`src/rtl/phyw_pkg.sv`:
```
package phyw_pkg;
  typedef enum logic [2:0] {
    ST_IDLE,
    ST_ADDR,
    ST_DATA,
    ST_SHI,
    ST_SLO
  } seq_state_e;

  localparam int CTL_DATA_POS = 7;
  localparam int CTL_LOW_W    = 8;
endpackage

```
`src/rtl/phyw_rst_sync.sv`:
```
module phyw_rst_sync (
  input  logic clk,
  input  logic arst_n,
  output logic srst_n
);
  logic meta_q;
  logic sync_q;

  always_ff @(posedge clk or negedge arst_n) begin
    if (!arst_n) begin
      meta_q <= 1'b0;
      sync_q <= 1'b0;
    end else begin
      meta_q <= 1'b1;
      sync_q <= meta_q;
    end
  end

  assign srst_n = sync_q;
endmodule

```
`src/rtl/phyw_req_check.sv`:
```
module phyw_req_check #(
  parameter int NUM_PHY = 3,
  parameter int DATA_W  = 32,
  parameter int PHY_W   = 2,
  parameter int LEN_W   = 6
) (
  input  logic             cfg_two_phy,
  input  logic [PHY_W-1:0] req_phy,
  input  logic [LEN_W-1:0] req_len,
  output logic             req_ok
);
  localparam int LIM_W = PHY_W + 1;

  logic [LIM_W-1:0] phy_limit;
  logic             phy_ok;
  logic             len_ok;

  always_comb begin
    phy_limit = cfg_two_phy ? LIM_W'(2) : LIM_W'(NUM_PHY);
    phy_ok    = ({1'b0, req_phy} < phy_limit);
    len_ok    = (req_len != '0) && (req_len <= LEN_W'(DATA_W));
    req_ok    = phy_ok && len_ok;
  end
endmodule

```
`src/rtl/phyw_seq.sv`:
```
module phyw_seq
  import phyw_pkg::*;
#(
  parameter int ADDR_W  = 8,
  parameter int DATA_W  = 32,
  parameter int LEN_W   = 6,
  parameter int PHASE_W = 4,
  parameter int PHY_W   = 2
) (
  input  logic               clk,
  input  logic               rst_n,
  input  logic               req_valid,
  input  logic               req_ok,
  input  logic [PHY_W-1:0]   req_phy,
  input  logic [ADDR_W-1:0]  req_addr,
  input  logic [DATA_W-1:0]  req_data,
  input  logic [LEN_W-1:0]   req_len,
  input  logic [PHASE_W-1:0] phase_cycles,
  output logic               req_ready,
  output logic               done,
  output logic               err,
  output logic               strobe_on,
  output logic [PHY_W-1:0]   phy_sel,
  output logic               load_addr,
  output logic [ADDR_W-1:0]  addr_val,
  output logic               load_data,
  output logic               data_val
);
  localparam int IDX_W = $clog2(DATA_W);

  seq_state_e        state_q, state_d;
  logic [PHASE_W-1:0] cnt_q, cnt_d;
  logic [LEN_W-1:0]   idx_q, idx_d;
  logic [PHY_W-1:0]   phy_q;
  logic [ADDR_W-1:0]  start_q;
  logic [DATA_W-1:0]  word_q;
  logic [LEN_W-1:0]   len_q;
  logic [PHASE_W-1:0] plen_q;
  logic               done_q, done_d;
  logic               err_q, err_d;
  logic               accept;
  logic               cap_en;
  logic [PHASE_W-1:0] plen_in;
  logic               phase_end;
  logic               last_bit;

  assign plen_in   = (phase_cycles == '0) ? PHASE_W'(1) : phase_cycles;
  assign phase_end = (cnt_q == '0);
  assign last_bit  = (idx_q == (len_q - LEN_W'(1)));
  assign cap_en    = accept;

  always_comb begin
    state_d   = state_q;
    cnt_d     = cnt_q;
    idx_d     = idx_q;
    done_d    = 1'b0;
    err_d     = 1'b0;
    accept    = 1'b0;
    load_addr = 1'b0;
    load_data = 1'b0;
    addr_val  = start_q + ADDR_W'(idx_q + LEN_W'(1));
    data_val  = word_q[idx_q[IDX_W-1:0]];
    unique case (state_q)
      ST_IDLE: begin
        if (req_valid) begin
          if (req_ok) begin
            accept    = 1'b1;
            state_d   = ST_ADDR;
            cnt_d     = plen_in - PHASE_W'(1);
            idx_d     = '0;
            load_addr = 1'b1;
            addr_val  = req_addr;
          end else begin
            err_d = 1'b1;
          end
        end
      end
      ST_ADDR: begin
        if (phase_end) begin
          state_d   = ST_DATA;
          cnt_d     = plen_q - PHASE_W'(1);
          load_data = 1'b1;
        end else begin
          cnt_d = cnt_q - PHASE_W'(1);
        end
      end
      ST_DATA: begin
        if (phase_end) begin
          state_d = ST_SHI;
          cnt_d   = plen_q - PHASE_W'(1);
        end else begin
          cnt_d = cnt_q - PHASE_W'(1);
        end
      end
      ST_SHI: begin
        if (phase_end) begin
          state_d = ST_SLO;
          cnt_d   = plen_q - PHASE_W'(1);
        end else begin
          cnt_d = cnt_q - PHASE_W'(1);
        end
      end
      ST_SLO: begin
        if (phase_end) begin
          if (last_bit) begin
            state_d = ST_IDLE;
            done_d  = 1'b1;
          end else begin
            state_d   = ST_ADDR;
            cnt_d     = plen_q - PHASE_W'(1);
            idx_d     = idx_q + LEN_W'(1);
            load_addr = 1'b1;
          end
        end else begin
          cnt_d = cnt_q - PHASE_W'(1);
        end
      end
      default: state_d = ST_IDLE;
    endcase
  end

  always_ff @(posedge clk or negedge rst_n) begin
    if (!rst_n) begin
      state_q <= ST_IDLE;
      cnt_q   <= '0;
      idx_q   <= '0;
      done_q  <= 1'b0;
      err_q   <= 1'b0;
    end else begin
      state_q <= state_d;
      cnt_q   <= cnt_d;
      idx_q   <= idx_d;
      done_q  <= done_d;
      err_q   <= err_d;
    end
  end

  always_ff @(posedge clk or negedge rst_n) begin
    if (!rst_n) begin
      phy_q   <= '0;
      start_q <= '0;
      word_q  <= '0;
      len_q   <= '0;
      plen_q  <= '0;
    end else if (cap_en) begin
      phy_q   <= req_phy;
      start_q <= req_addr;
      word_q  <= req_data;
      len_q   <= req_len;
      plen_q  <= plen_in;
    end
  end

  assign req_ready = (state_q == ST_IDLE);
  assign done      = done_q;
  assign err       = err_q;
  assign strobe_on = (state_q == ST_SHI);
  assign phy_sel   = phy_q;

  assert_done_single_R6: assert property (@(posedge clk) disable iff (!rst_n)
    done |=> !done);

  assert_ready_only_with_done_R5: assert property (@(posedge clk) disable iff (!rst_n)
    !req_ready |=> (!req_ready || done));

  assert_err_after_request_R7: assert property (@(posedge clk) disable iff (!rst_n)
    err |-> ($past(req_valid) && req_ready && !done));

  assert_err_single_R7: assert property (@(posedge clk) disable iff (!rst_n)
    (err && !req_valid) |=> !err);
endmodule

```
`src/rtl/phyw_ctl.sv`:
```
module phyw_ctl
  import phyw_pkg::*;
#(
  parameter int NUM_PHY = 3,
  parameter int ADDR_W  = 8,
  parameter int PHY_W   = 2
) (
  input  logic                          clk,
  input  logic                          rst_n,
  input  logic                          idle,
  input  logic                          load_addr,
  input  logic [ADDR_W-1:0]             addr_val,
  input  logic                          load_data,
  input  logic                          data_val,
  input  logic                          strobe_on,
  input  logic [PHY_W-1:0]              phy_sel,
  output logic [ADDR_W+CTL_LOW_W-1:0]   ctl_word,
  output logic [NUM_PHY-1:0]            strobe_vec
);
  logic [ADDR_W-1:0]    addr_q;
  logic                 dbit_q;
  logic [CTL_LOW_W-1:0] low_bits;

  always_ff @(posedge clk or negedge rst_n) begin
    if (!rst_n) begin
      addr_q <= '0;
    end else if (load_addr) begin
      addr_q <= addr_val;
    end
  end

  always_ff @(posedge clk or negedge rst_n) begin
    if (!rst_n) begin
      dbit_q <= 1'b0;
    end else if (load_data) begin
      dbit_q <= data_val;
    end
  end

  for (genvar n = 0; n < NUM_PHY; n++) begin : g_stb
    assign strobe_vec[n] = strobe_on && (phy_sel == PHY_W'(n));
  end

  always_comb begin
    low_bits = '0;
    low_bits[CTL_DATA_POS] = dbit_q;
    for (int n = 0; n < NUM_PHY; n++) begin
      low_bits[2*n] = strobe_vec[n];
    end
  end

  assign ctl_word = {addr_q, low_bits};

  assert_one_strobe_R4: assert property (@(posedge clk) disable iff (!rst_n)
    $onehot0(strobe_vec));

  assert_fields_hold_under_strobe_R4: assert property (@(posedge clk) disable iff (!rst_n)
    (strobe_vec != '0) |-> $stable({addr_q, dbit_q}));

  assert_idle_hold_R9: assert property (@(posedge clk) disable iff (!rst_n)
    (idle && $past(idle)) |-> $stable({addr_q, dbit_q}));
endmodule

```
`src/rtl/phyw_store.sv`:
```
module phyw_store #(
  parameter int ADDR_W = 8
) (
  input  logic              clk,
  input  logic              rst_n,
  input  logic              strobe,
  input  logic [ADDR_W-1:0] addr,
  input  logic              data,
  input  logic [ADDR_W-1:0] rd_addr,
  output logic              rd_bit
);
  localparam int DEPTH = 1 << ADDR_W;

  logic [DEPTH-1:0] bits_q;
  logic [DEPTH-1:0] bits_d;
  logic             strobe_q;
  logic             wr_en;

  assign wr_en = strobe && !strobe_q;

  always_comb begin
    bits_d       = bits_q;
    bits_d[addr] = data;
  end

  always_ff @(posedge clk or negedge rst_n) begin
    if (!rst_n) begin
      strobe_q <= 1'b0;
    end else begin
      strobe_q <= strobe;
    end
  end

  always_ff @(posedge clk or negedge rst_n) begin
    if (!rst_n) begin
      bits_q <= '0;
    end else if (wr_en) begin
      bits_q <= bits_d;
    end
  end

  assign rd_bit = bits_q[rd_addr];

  assert_store_quiet_R8: assert property (@(posedge clk) disable iff (!rst_n)
    !(strobe && !strobe_q) |=> $stable(bits_q));
endmodule

```
`src/rtl/phy_tune_writer.sv`:
```
module phy_tune_writer
  import phyw_pkg::*;
#(
  parameter int NUM_PHY = 3,
  parameter int ADDR_W  = 8,
  parameter int DATA_W  = 32,
  parameter int PHASE_W = 4,
  localparam int PHY_W  = 2,
  localparam int LEN_W  = $clog2(DATA_W) + 1,
  localparam int CTL_W  = ADDR_W + CTL_LOW_W
) (
  input  logic               clk,
  input  logic               rst_n,
  input  logic               cfg_two_phy,
  input  logic [PHASE_W-1:0] phase_cycles,
  input  logic               req_valid,
  output logic               req_ready,
  input  logic [PHY_W-1:0]   req_phy,
  input  logic [ADDR_W-1:0]  req_addr,
  input  logic [DATA_W-1:0]  req_data,
  input  logic [LEN_W-1:0]   req_len,
  output logic               done,
  output logic               err,
  output logic [CTL_W-1:0]   ctl_word,
  input  logic [PHY_W-1:0]   rd_phy,
  input  logic [ADDR_W-1:0]  rd_addr,
  output logic               rd_bit
);
  logic               srst_n;
  logic               req_ok;
  logic               strobe_on;
  logic [PHY_W-1:0]   phy_sel;
  logic               load_addr;
  logic [ADDR_W-1:0]  addr_val;
  logic               load_data;
  logic               data_val;
  logic [NUM_PHY-1:0] strobe_vec;
  logic [NUM_PHY-1:0] rd_vec;

  phyw_rst_sync u_rst (
    .clk    (clk),
    .arst_n (rst_n),
    .srst_n (srst_n)
  );

  phyw_req_check #(
    .NUM_PHY (NUM_PHY),
    .DATA_W  (DATA_W),
    .PHY_W   (PHY_W),
    .LEN_W   (LEN_W)
  ) u_chk (
    .cfg_two_phy (cfg_two_phy),
    .req_phy     (req_phy),
    .req_len     (req_len),
    .req_ok      (req_ok)
  );

  phyw_seq #(
    .ADDR_W  (ADDR_W),
    .DATA_W  (DATA_W),
    .LEN_W   (LEN_W),
    .PHASE_W (PHASE_W),
    .PHY_W   (PHY_W)
  ) u_seq (
    .clk          (clk),
    .rst_n        (srst_n),
    .req_valid    (req_valid),
    .req_ok       (req_ok),
    .req_phy      (req_phy),
    .req_addr     (req_addr),
    .req_data     (req_data),
    .req_len      (req_len),
    .phase_cycles (phase_cycles),
    .req_ready    (req_ready),
    .done         (done),
    .err          (err),
    .strobe_on    (strobe_on),
    .phy_sel      (phy_sel),
    .load_addr    (load_addr),
    .addr_val     (addr_val),
    .load_data    (load_data),
    .data_val     (data_val)
  );

  phyw_ctl #(
    .NUM_PHY (NUM_PHY),
    .ADDR_W  (ADDR_W),
    .PHY_W   (PHY_W)
  ) u_ctl (
    .clk        (clk),
    .rst_n      (srst_n),
    .idle       (req_ready),
    .load_addr  (load_addr),
    .addr_val   (addr_val),
    .load_data  (load_data),
    .data_val   (data_val),
    .strobe_on  (strobe_on),
    .phy_sel    (phy_sel),
    .ctl_word   (ctl_word),
    .strobe_vec (strobe_vec)
  );

  for (genvar n = 0; n < NUM_PHY; n++) begin : g_store
    phyw_store #(
      .ADDR_W (ADDR_W)
    ) u_store (
      .clk     (clk),
      .rst_n   (srst_n),
      .strobe  (ctl_word[2*n]),
      .addr    (ctl_word[CTL_W-1:CTL_LOW_W]),
      .data    (ctl_word[CTL_DATA_POS]),
      .rd_addr (rd_addr),
      .rd_bit  (rd_vec[n])
    );
  end

  always_comb begin
    rd_bit = 1'b0;
    for (int n = 0; n < NUM_PHY; n++) begin
      if (rd_phy == PHY_W'(n)) rd_bit = rd_vec[n];
    end
  end

  assert_idle_strobes_low_R9: assert property (@(posedge clk) disable iff (!srst_n)
    req_ready |-> (strobe_vec == '0));

  assert_spare_bits_zero_R1: assert property (@(posedge clk) disable iff (!srst_n)
    (ctl_word[1] == 1'b0) && (ctl_word[3] == 1'b0) && (ctl_word[5] == 1'b0)
      && (ctl_word[6] == 1'b0));
endmodule

```
`config.mk`:
```
export PLATFORM = sky130hd
export DESIGN_NAME = phy_tune_writer
export DESIGN_NICKNAME = d
export VERILOG_FILES = /design/src/rtl/phyw_pkg.sv /design/src/rtl/phyw_rst_sync.sv /design/src/rtl/phyw_req_check.sv /design/src/rtl/phyw_seq.sv /design/src/rtl/phyw_ctl.sv /design/src/rtl/phyw_store.sv /design/src/rtl/phy_tune_writer.sv
export SDC_FILE = /design/constraint.sdc
export NUM_CORES = 2
export LEC_CHECK = 0
export ABC_AREA = 0
export BUFFER_PORTS_ARGS = -buffer_cell sky130_fd_sc_hd__buf_4
export CELL_PAD_IN_SITES_DETAIL_PLACEMENT = 1
export CELL_PAD_IN_SITES_GLOBAL_PLACEMENT = 1
export CORE_ASPECT_RATIO = 2
export CORE_UTILIZATION = 54
export CTS_BUF_LIST = sky130_fd_sc_hd__clkbuf_4
export DETAILED_ROUTE_END_ITERATION = 6
export GPL_TIMING_DRIVEN = 0
export PLACE_DENSITY_LB_ADDON = 0.1
export SYNTH_ARGS = -nofsm -noshare
export SYNTH_HDL_FRONTEND = slang
export SYNTH_SLANG_ARGS = --single-unit
```
`constraint.sdc`:
```
create_clock -name clk -period 34.2 [get_ports clk]
set_clock_uncertainty 0.05 [all_clocks]
set_input_delay 1.71 -clock clk [delete_from_list [all_inputs] [get_ports clk]]
set_output_delay 1.71 -clock clk [all_outputs]
set_load 0.01 [all_outputs]
```
Yosys cells after proc, flatten, opt, wreduce, memory -nomap -nowiden --
Index checks and enable logic that the tools add are counted. Widths: inputs -> output; s select.
Storage, ports and cells: flip-flop bits (word level) 849
Cells by class: equality and inequality tests 17, magnitude comparators 6, muxes and demuxes 54, reductions and logical operators 24, add/subtract/negate cells 7
Operators with widths (number):
- $bwmux 256 | 3
- $bmux 1 s8 | 3
- $mux 4 | 6
- $mux 6 | 4
- $mux 8 | 3
- $mux 1 | 23
- $lt 8x9->1 const B | 2
- $mux 3 | 6
- $pmux 3 s5 | 1
- $pmux 4 s3 | 1
- $pmux 6 s2 | 1
- $sub 4x1->4 const B | 3
- $logic_and 1x1->1 | 9
- $add 8x8->8 | 1
- $demux 1 s8 | 1
- $ge 8x1->1 const B | 1
- $logic_not 4->1 | 2
- $ne 2x1->1 const B | 4
- $add 6x1->7 const B | 1
- $add 6x1->6 const B | 1
- $eq 3x2->1 const B | 2
- $eq 6x6->1 | 1
- $le 6x6->1 const B | 1
- $lt 5x6->1 const B | 1
- 20 further kinds | 27

Logic depth before layout (Yosys ltp) --
depth in word-level cells 6, gate-level depth with buffers 14

Hierarchy --
A second synthesis with hierarchy kept.
Unflattened totals: cell total of the unflattened synthesis 3863, area, all modules 43664.4 µm²
By module, submodules not included:
- phyw_store | seq. area each 6431.2 µm², cells an instance 1143, times used 3, area an instance 13176.4 µm²
- phyw_seq | seq. area each 1676.6 µm², cells an instance 391, times used 1, area an instance 3553.4 µm²
- phyw_ctl | seq. area each 225.2 µm², cells an instance 31, times used 1, area an instance 456.7 µm²
- phyw_rst_sync | seq. area each 50.0 µm², cells an instance 3, times used 1, area an instance 53.8 µm²
- phyw_req_check | seq. area each 0.0 µm², cells an instance 6, times used 1, area an instance 48.8 µm²
- phy_tune_writer | seq. area each 0.0 µm², cells an instance 3, times used 1, area an instance 22.5 µm²

Least setup slack after synthesis --
Ideal clock, no wire load.
path type input-to-output, from in rd_addr[0], to out rd_bit, stages on the path 11, arrival time 4.017 ns, path slack 28.423 ns, cell sequence buf_6 > buf_6 > buf_4 > buf_2 > mux4_2 > a221oi_1 > o22ai_1 > nor4_1 > a211oi_1 > nand3_1 > nand4_1
On the way: word-level cells in the longest chain between the ends 5
Ends and longest elaborated chain:
- start: declaration | RTL line phy_tune_writer.sv:26 | input logic [ADDR_W-1:0] rd_addr,
- $bmux 1 s8 | RTL line phyw_store.sv:42 | assign rd_bit = bits_q[rd_addr];
- $mux 1 (implied by the code) | RTL line phyw_store.sv:42
- $mux 1 (2 in series) | RTL line phy_tune_writer.sv:120 | if (rd_phy == PHY_W'(n)) rd_bit = rd_vec[n];
- $mux 1 * | RTL line phy_tune_writer.sv:120
- end: declaration | RTL line phy_tune_writer.sv:27 | output logic rd_bit
Every way passes the cells marked *; elsewhere a longest branch is shown, timed or not. The select of a mux whose other input is x is not followed.

Worst setup path in the final report --
from in rd_addr[1], to out rd_bit
Same word-level chain as after synthesis.

==> results_tabular.tex <==
\begin{tabular}{lr}
\hline
Metric & Value \\
\hline
\multicolumn{2}{l}{\textbf{Power and ir drop}} \\
\quad Max IR drop VDD & 0.0517 mV \\
\quad Total power per unit cell area & $\sim$58 nW/um\^{}2 \\
\quad P\_leak & 0.0217 uW \\
\multicolumn{2}{l}{\textbf{Synth}} \\
\quad Number of instances in the synthesized netlist & 3,633 \\
\quad Cell variety after synth & 56 \\
\quad FF+latch count, synth & about 850 \\
\quad Synth Cell Area & 43,300 sq um \\
\quad Fraction of synthesized cell area taken by the top area cell type & 49.1\% \\
\quad Cell types occupying the most area after synthesis & sky130\_fd\_sc\_hd\_\_dfrtp\_1 (49\%), sky130\_fd\_sc\_hd\_\_mux2\_2 (21\%), sky130\_fd\_sc\_hd\_\_mux4\_2 (11\%) \\
\quad Syn avg cell area & roughly 12 sq um \\
\quad EDFF count, synth & 0 \\
\quad Async set-reset flop share out of synthesis & between 90\% and 100\% \\
\quad Largest area contributor in the netlist & sky130\_fd\_sc\_hd\_\_dfrtp\_1 \\
\quad Count of warnings emitted by yosys & 0 \\
\quad Proportion of synthesized chip area in sequential cells & approximately 50\% \\
\quad Predominant post-synthesis flop cell & sky130\_fd\_sc\_hd\_\_dfrtp\_1 \\
\multicolumn{2}{l}{\textbf{Clocking}} \\
\quad H-tree levels & 4 \\
\quad Skew-Pair Late Insertion Delay & approximately 1200 ps \\
\quad Clock Pin Slew Worst Setup and Hold Paths & 70 ps \\
\quad CTS Buf Count & 195 \\
\quad Max Root-Sink Buffers & 3 \\
\quad CTS tree & done \\
\quad Quantity of gates resized following cts & 0 \\
\quad Post-CTS repair timing setup buffer count & 0 \\
\quad CTS hold repair buffers & 0 \\
\quad Clock sink count & 849 \\
\quad Master cell of the clock root buffer & sky130\_fd\_sc\_hd\_\_clkbuf\_4 \\
\multicolumn{2}{l}{\textbf{Routing}} \\
\quad Detail-routed via count per cell & 6.49 \\
\quad Number of DRC violations after detailed-routing iteration 0 & $\sim$2,600 \\
\quad Routed length per placed instance & roughly 34 microns \\
\quad Drt first pass iters & 5 \\
\quad Via count & 33,300 \\
\quad Residual antenna-violating net count after detailed routing & 0 \\
\quad Residual DRC count & 0 \\
\quad Wirelength, routed & roughly 180,000 microns \\
\multicolumn{2}{l}{\textbf{Final layout}} \\
\quad Layout cell share with drive strength beyond 1 & between 30\% and 40\% \\
\quad Layout Area Growth over Synthesis & 11.2\% \\
\quad Final core area utilization & 60.7\% \\
\quad Most frequent standard cell in the layout excluding fill and tap cells & sky130\_fd\_sc\_hd\_\_dfrtp\_1 \\
\quad Layout Nets & 4,004 \\
\quad Finished layout cell area & slightly below 50,000 sq um \\
\quad Number of inserted filler cells in the final layout & between 8,000 and 9,000 \\
\quad Commonest cells after routing, fill and taps aside & sky130\_fd\_sc\_hd\_\_dfrtp\_1 (848), sky130\_fd\_sc\_hd\_\_mux2\_2 (819), sky130\_fd\_sc\_hd\_\_nand2\_1 (591) \\
\multicolumn{2}{l}{\textbf{Placement}} \\
\quad Routability-driven placement congestion ratio & 0.995 \\
\quad Port bufs & a little under 80 \\
\quad Total placed instance area & roughly 46,000 sq um \\
\quad Estimated wirelength of the detail-placed design & 131,000 microns \\
\multicolumn{2}{l}{\textbf{Worst setup path}} \\
\quad Reg-to-reg critical path startpoint & u\_ctl.addr\_q[1] \\
\quad Required time at the endpoint of the critical path & between 30,000 and 40,000 ps \\
\quad Critical path start-end classification & input pin to output pin \\
\quad Type of destination of the critical path & output pin \\
\quad Worst setup path endpoint & rd\_bit \\
\quad Arrival time at the worst endpoint & between 6000 and 7000 ps \\
\quad Critical Path Fanout Max & 10 \\
\quad First element of the critical path & rd\_addr[1] \\
\quad Worst-case register-to-register setup slack & about 30,000 ps \\
\quad Reg2Reg Depth & 7 \\
\quad Startpoint types & input pin \\
\quad Worst flop-to-flop path endpoint & g\_store[1].u\_store.bits\_q[65] \\
\multicolumn{2}{l}{\textbf{Global route}} \\
\quad Number of antenna violations at the first check in global routing & 12 \\
\quad GR Overflow Total & 0 \\
\quad Aggregate global-route resource usage & between 40 and 50\% \\
\quad Wire length of the first global-routing pass & around 260,000 microns \\
\quad Via count of the first global-routing pass & approximately 38,000 \\
\quad Pin count of the biggest net entering global routing & 74 \\
\multicolumn{2}{l}{\textbf{STA}} \\
\quad Setup-failing EPs final & 0 \\
\quad Max-slew violation count & just under 100 \\
\quad Tightest slew margin relative to the limit & -12.7\% \\
\quad Post-layout min period & between 8000 and 9000 ps \\
\quad RSZ-0062 raised after global routing & no \\
\quad Hold slack & roughly 210 ps \\
\quad Period utilisation layout & approximately 25\% \\
\quad Final TNS setup & 0 ps \\
\quad Tightest Pin Transition & approximately 1700 ps \\
\quad Fmax & $\sim$0.12 GHz \\
\quad Number of hold violations in the final report & 0 \\
\multicolumn{2}{l}{\textbf{Run status}} \\
\quad Outcome & finished, violations left \\
\quad Failing checks & max-capacitance violations, max-slew violations \\
\multicolumn{2}{l}{\textbf{Floorplanning}} \\
\quad Starting density of the core & between 50\% and 60\% \\
\quad Total die area & roughly 81,000 sq um \\
\quad Placeable core area & around 80,000 sq um \\
\quad Die Y & 402 microns \\
\quad Horizontal die dimension & approximately 200 microns \\
\quad Num rows & 146 \\
\quad Ports & 86 \\
\multicolumn{2}{l}{\textbf{Worst hold path}} \\
\quad Worst min-delay path class & flip-flop to async pin \\
\multicolumn{2}{l}{\textbf{Flow run}} \\
\quad Max cap viols & 11 \\
\hline
\end{tabular}
routing by layer:
| layer | vias up | GRT usage (%) | routed length (microns) |
|---|---|---|---|
| met2 | 1765 | 74.0 | 86700 |
| met1 | 17200 | 43.2 | 53100 |
| met4 | 8 | 47.9 | 23100 |
| met5 | - | 0 | 57 |
| met3 | 958 | 12.0 | 13400 |
| li1 | 13400 | - | - |
report_power, final:
group / leakage, uW / internal (uW) / switching (uW)
sequential: 0.0117 / 1070 / 55.4
clock: 0.00151 / 418 / 435
combinational: 0.00847 / 196 / 595
stage by stage:
step | instances | power [uW] | setup WS [ps]
2_1_floorplan | 3636 | 1530 | 8730
3_3_place_gp | 4750 | 1860 | 680
3_5_place_dp | 4765 | 1900 | 25500
4_1_cts | 5117 | 2750 | 25330
5_1_grt | 5121 | 2840 | 25910
6_report | 5124 | 2770 | 25700
sequential cells by signal, summed over array words and instances, names as in the netlist, 4 cells and up:
signal / flops
u_seq.plen_q: 4
u_seq.cnt_q: 4
u_seq.len_q: 6
u_seq.idx_q: 6
u_ctl.addr_q: 8
u_seq.word_q: 32
u_seq.start_q: 8
g_store.u_store.bits_q: 768
layout make-up:
class | count | area [sq um] | share of cell area (%)
multi-input cells | 2478 | 20700 | 43.0
flip-flops and latches | 849 | 21200 | 44.1
plain buffers | 296 | 1340 | 2.78
clock inverters | 61 | 344 | 0.715
repair buffers | 93 | 973 | 2.02
diodes | 7 | 17.5 | 0.0364
inverters | 13 | 48.8 | 0.101
well taps | 1036 | 1300 | 2.69
clock buffers | 291 | 2180 | 4.54
worst max-delay path, cell delays in order:
cell and delay [ps]:
sky130_fd_sc_hd__buf_2 440, sky130_fd_sc_hd__buf_2 700, sky130_fd_sc_hd__buf_2 680, sky130_fd_sc_hd__clkbuf_1 1180, sky130_fd_sc_hd__mux4_2 530, sky130_fd_sc_hd__o22ai_1 80
sky130_fd_sc_hd__o21ai_0 210, sky130_fd_sc_hd__nand4_1 190, sky130_fd_sc_hd__a211oi_1 430, sky130_fd_sc_hd__nand3_1 150, sky130_fd_sc_hd__nand4_1 200, sky130_fd_sc_hd__buf_4 170
worst min path at each step:
| stage | startpoint | end | slack, ps |
|---|---|---|---|
| after CTS | rst_n | u_rst.srst_n | 190 |
| after floorplan | u_rst.meta_q | u_rst.srst_n | 280 |
| final | u_rst.srst_n | g_store[2].u_store.bits_q[22] | 210 |
| after global routing | rst_n | u_rst.srst_n | 210 |
| after detailed placement | u_rst.srst_n | u_seq.phy_sel[0] | 250 |
| after global placement | u_rst.meta_q | u_rst.srst_n | 290 |
Yosys cell counts (4+ instances only):
cell / instances
sky130_fd_sc_hd__nor4_1: 4
sky130_fd_sc_hd__ha_1: 11
sky130_fd_sc_hd__nor2_1: 548
sky130_fd_sc_hd__buf_2: 22
sky130_fd_sc_hd__mux4_2: 218
sky130_fd_sc_hd__a31oi_1: 6
sky130_fd_sc_hd__xnor2_1: 14
sky130_fd_sc_hd__xor2_1: 6
sky130_fd_sc_hd__a21oi_1: 35
sky130_fd_sc_hd__buf_4: 16
sky130_fd_sc_hd__o221ai_1: 8
sky130_fd_sc_hd__o22ai_1: 8
sky130_fd_sc_hd__o21ai_0: 21
sky130_fd_sc_hd__a211oi_1: 5
sky130_fd_sc_hd__nand2b_1: 17
sky130_fd_sc_hd__mux2i_1: 34
sky130_fd_sc_hd__mux4_1: 7
sky130_fd_sc_hd__nor3_1: 18
sky130_fd_sc_hd__dfrtp_1: 849
sky130_fd_sc_hd__and3_1: 6
sky130_fd_sc_hd__nor2b_1: 21
sky130_fd_sc_hd__nand2_1: 591
sky130_fd_sc_hd__inv_1: 13
sky130_fd_sc_hd__buf_1: 15
sky130_fd_sc_hd__nand4_1: 8
sky130_fd_sc_hd__clkbuf_1: 230
sky130_fd_sc_hd__buf_6: 8
sky130_fd_sc_hd__mux2_2: 819
sky130_fd_sc_hd__a22o_1: 6
sky130_fd_sc_hd__nand3_1: 26
logic make-up (layout without fill, tap and decap cells):
| logic type | after synthesis | count (layout) | synth area share, % |
|---|---|---|---|
| adders and majority gates | 12 | 12 | 0.364 |
| DFF | 849 | 849 | 49.1 |
| xor gates and xnor gates | 20 | 20 | 0.405 |
| muxes | 1078 | 1078 | 33.9 |
| buffers and inverters | 309 | 754 | 3.17 |
| AOI/OAI and AO/OA | 110 | 110 | 1.64 |
| and+or+nand+nor | 1253 | 1253 | 11.5 |
| other | 2 | 12 | 0.0173 |
(Power assumes the default switching activity.)
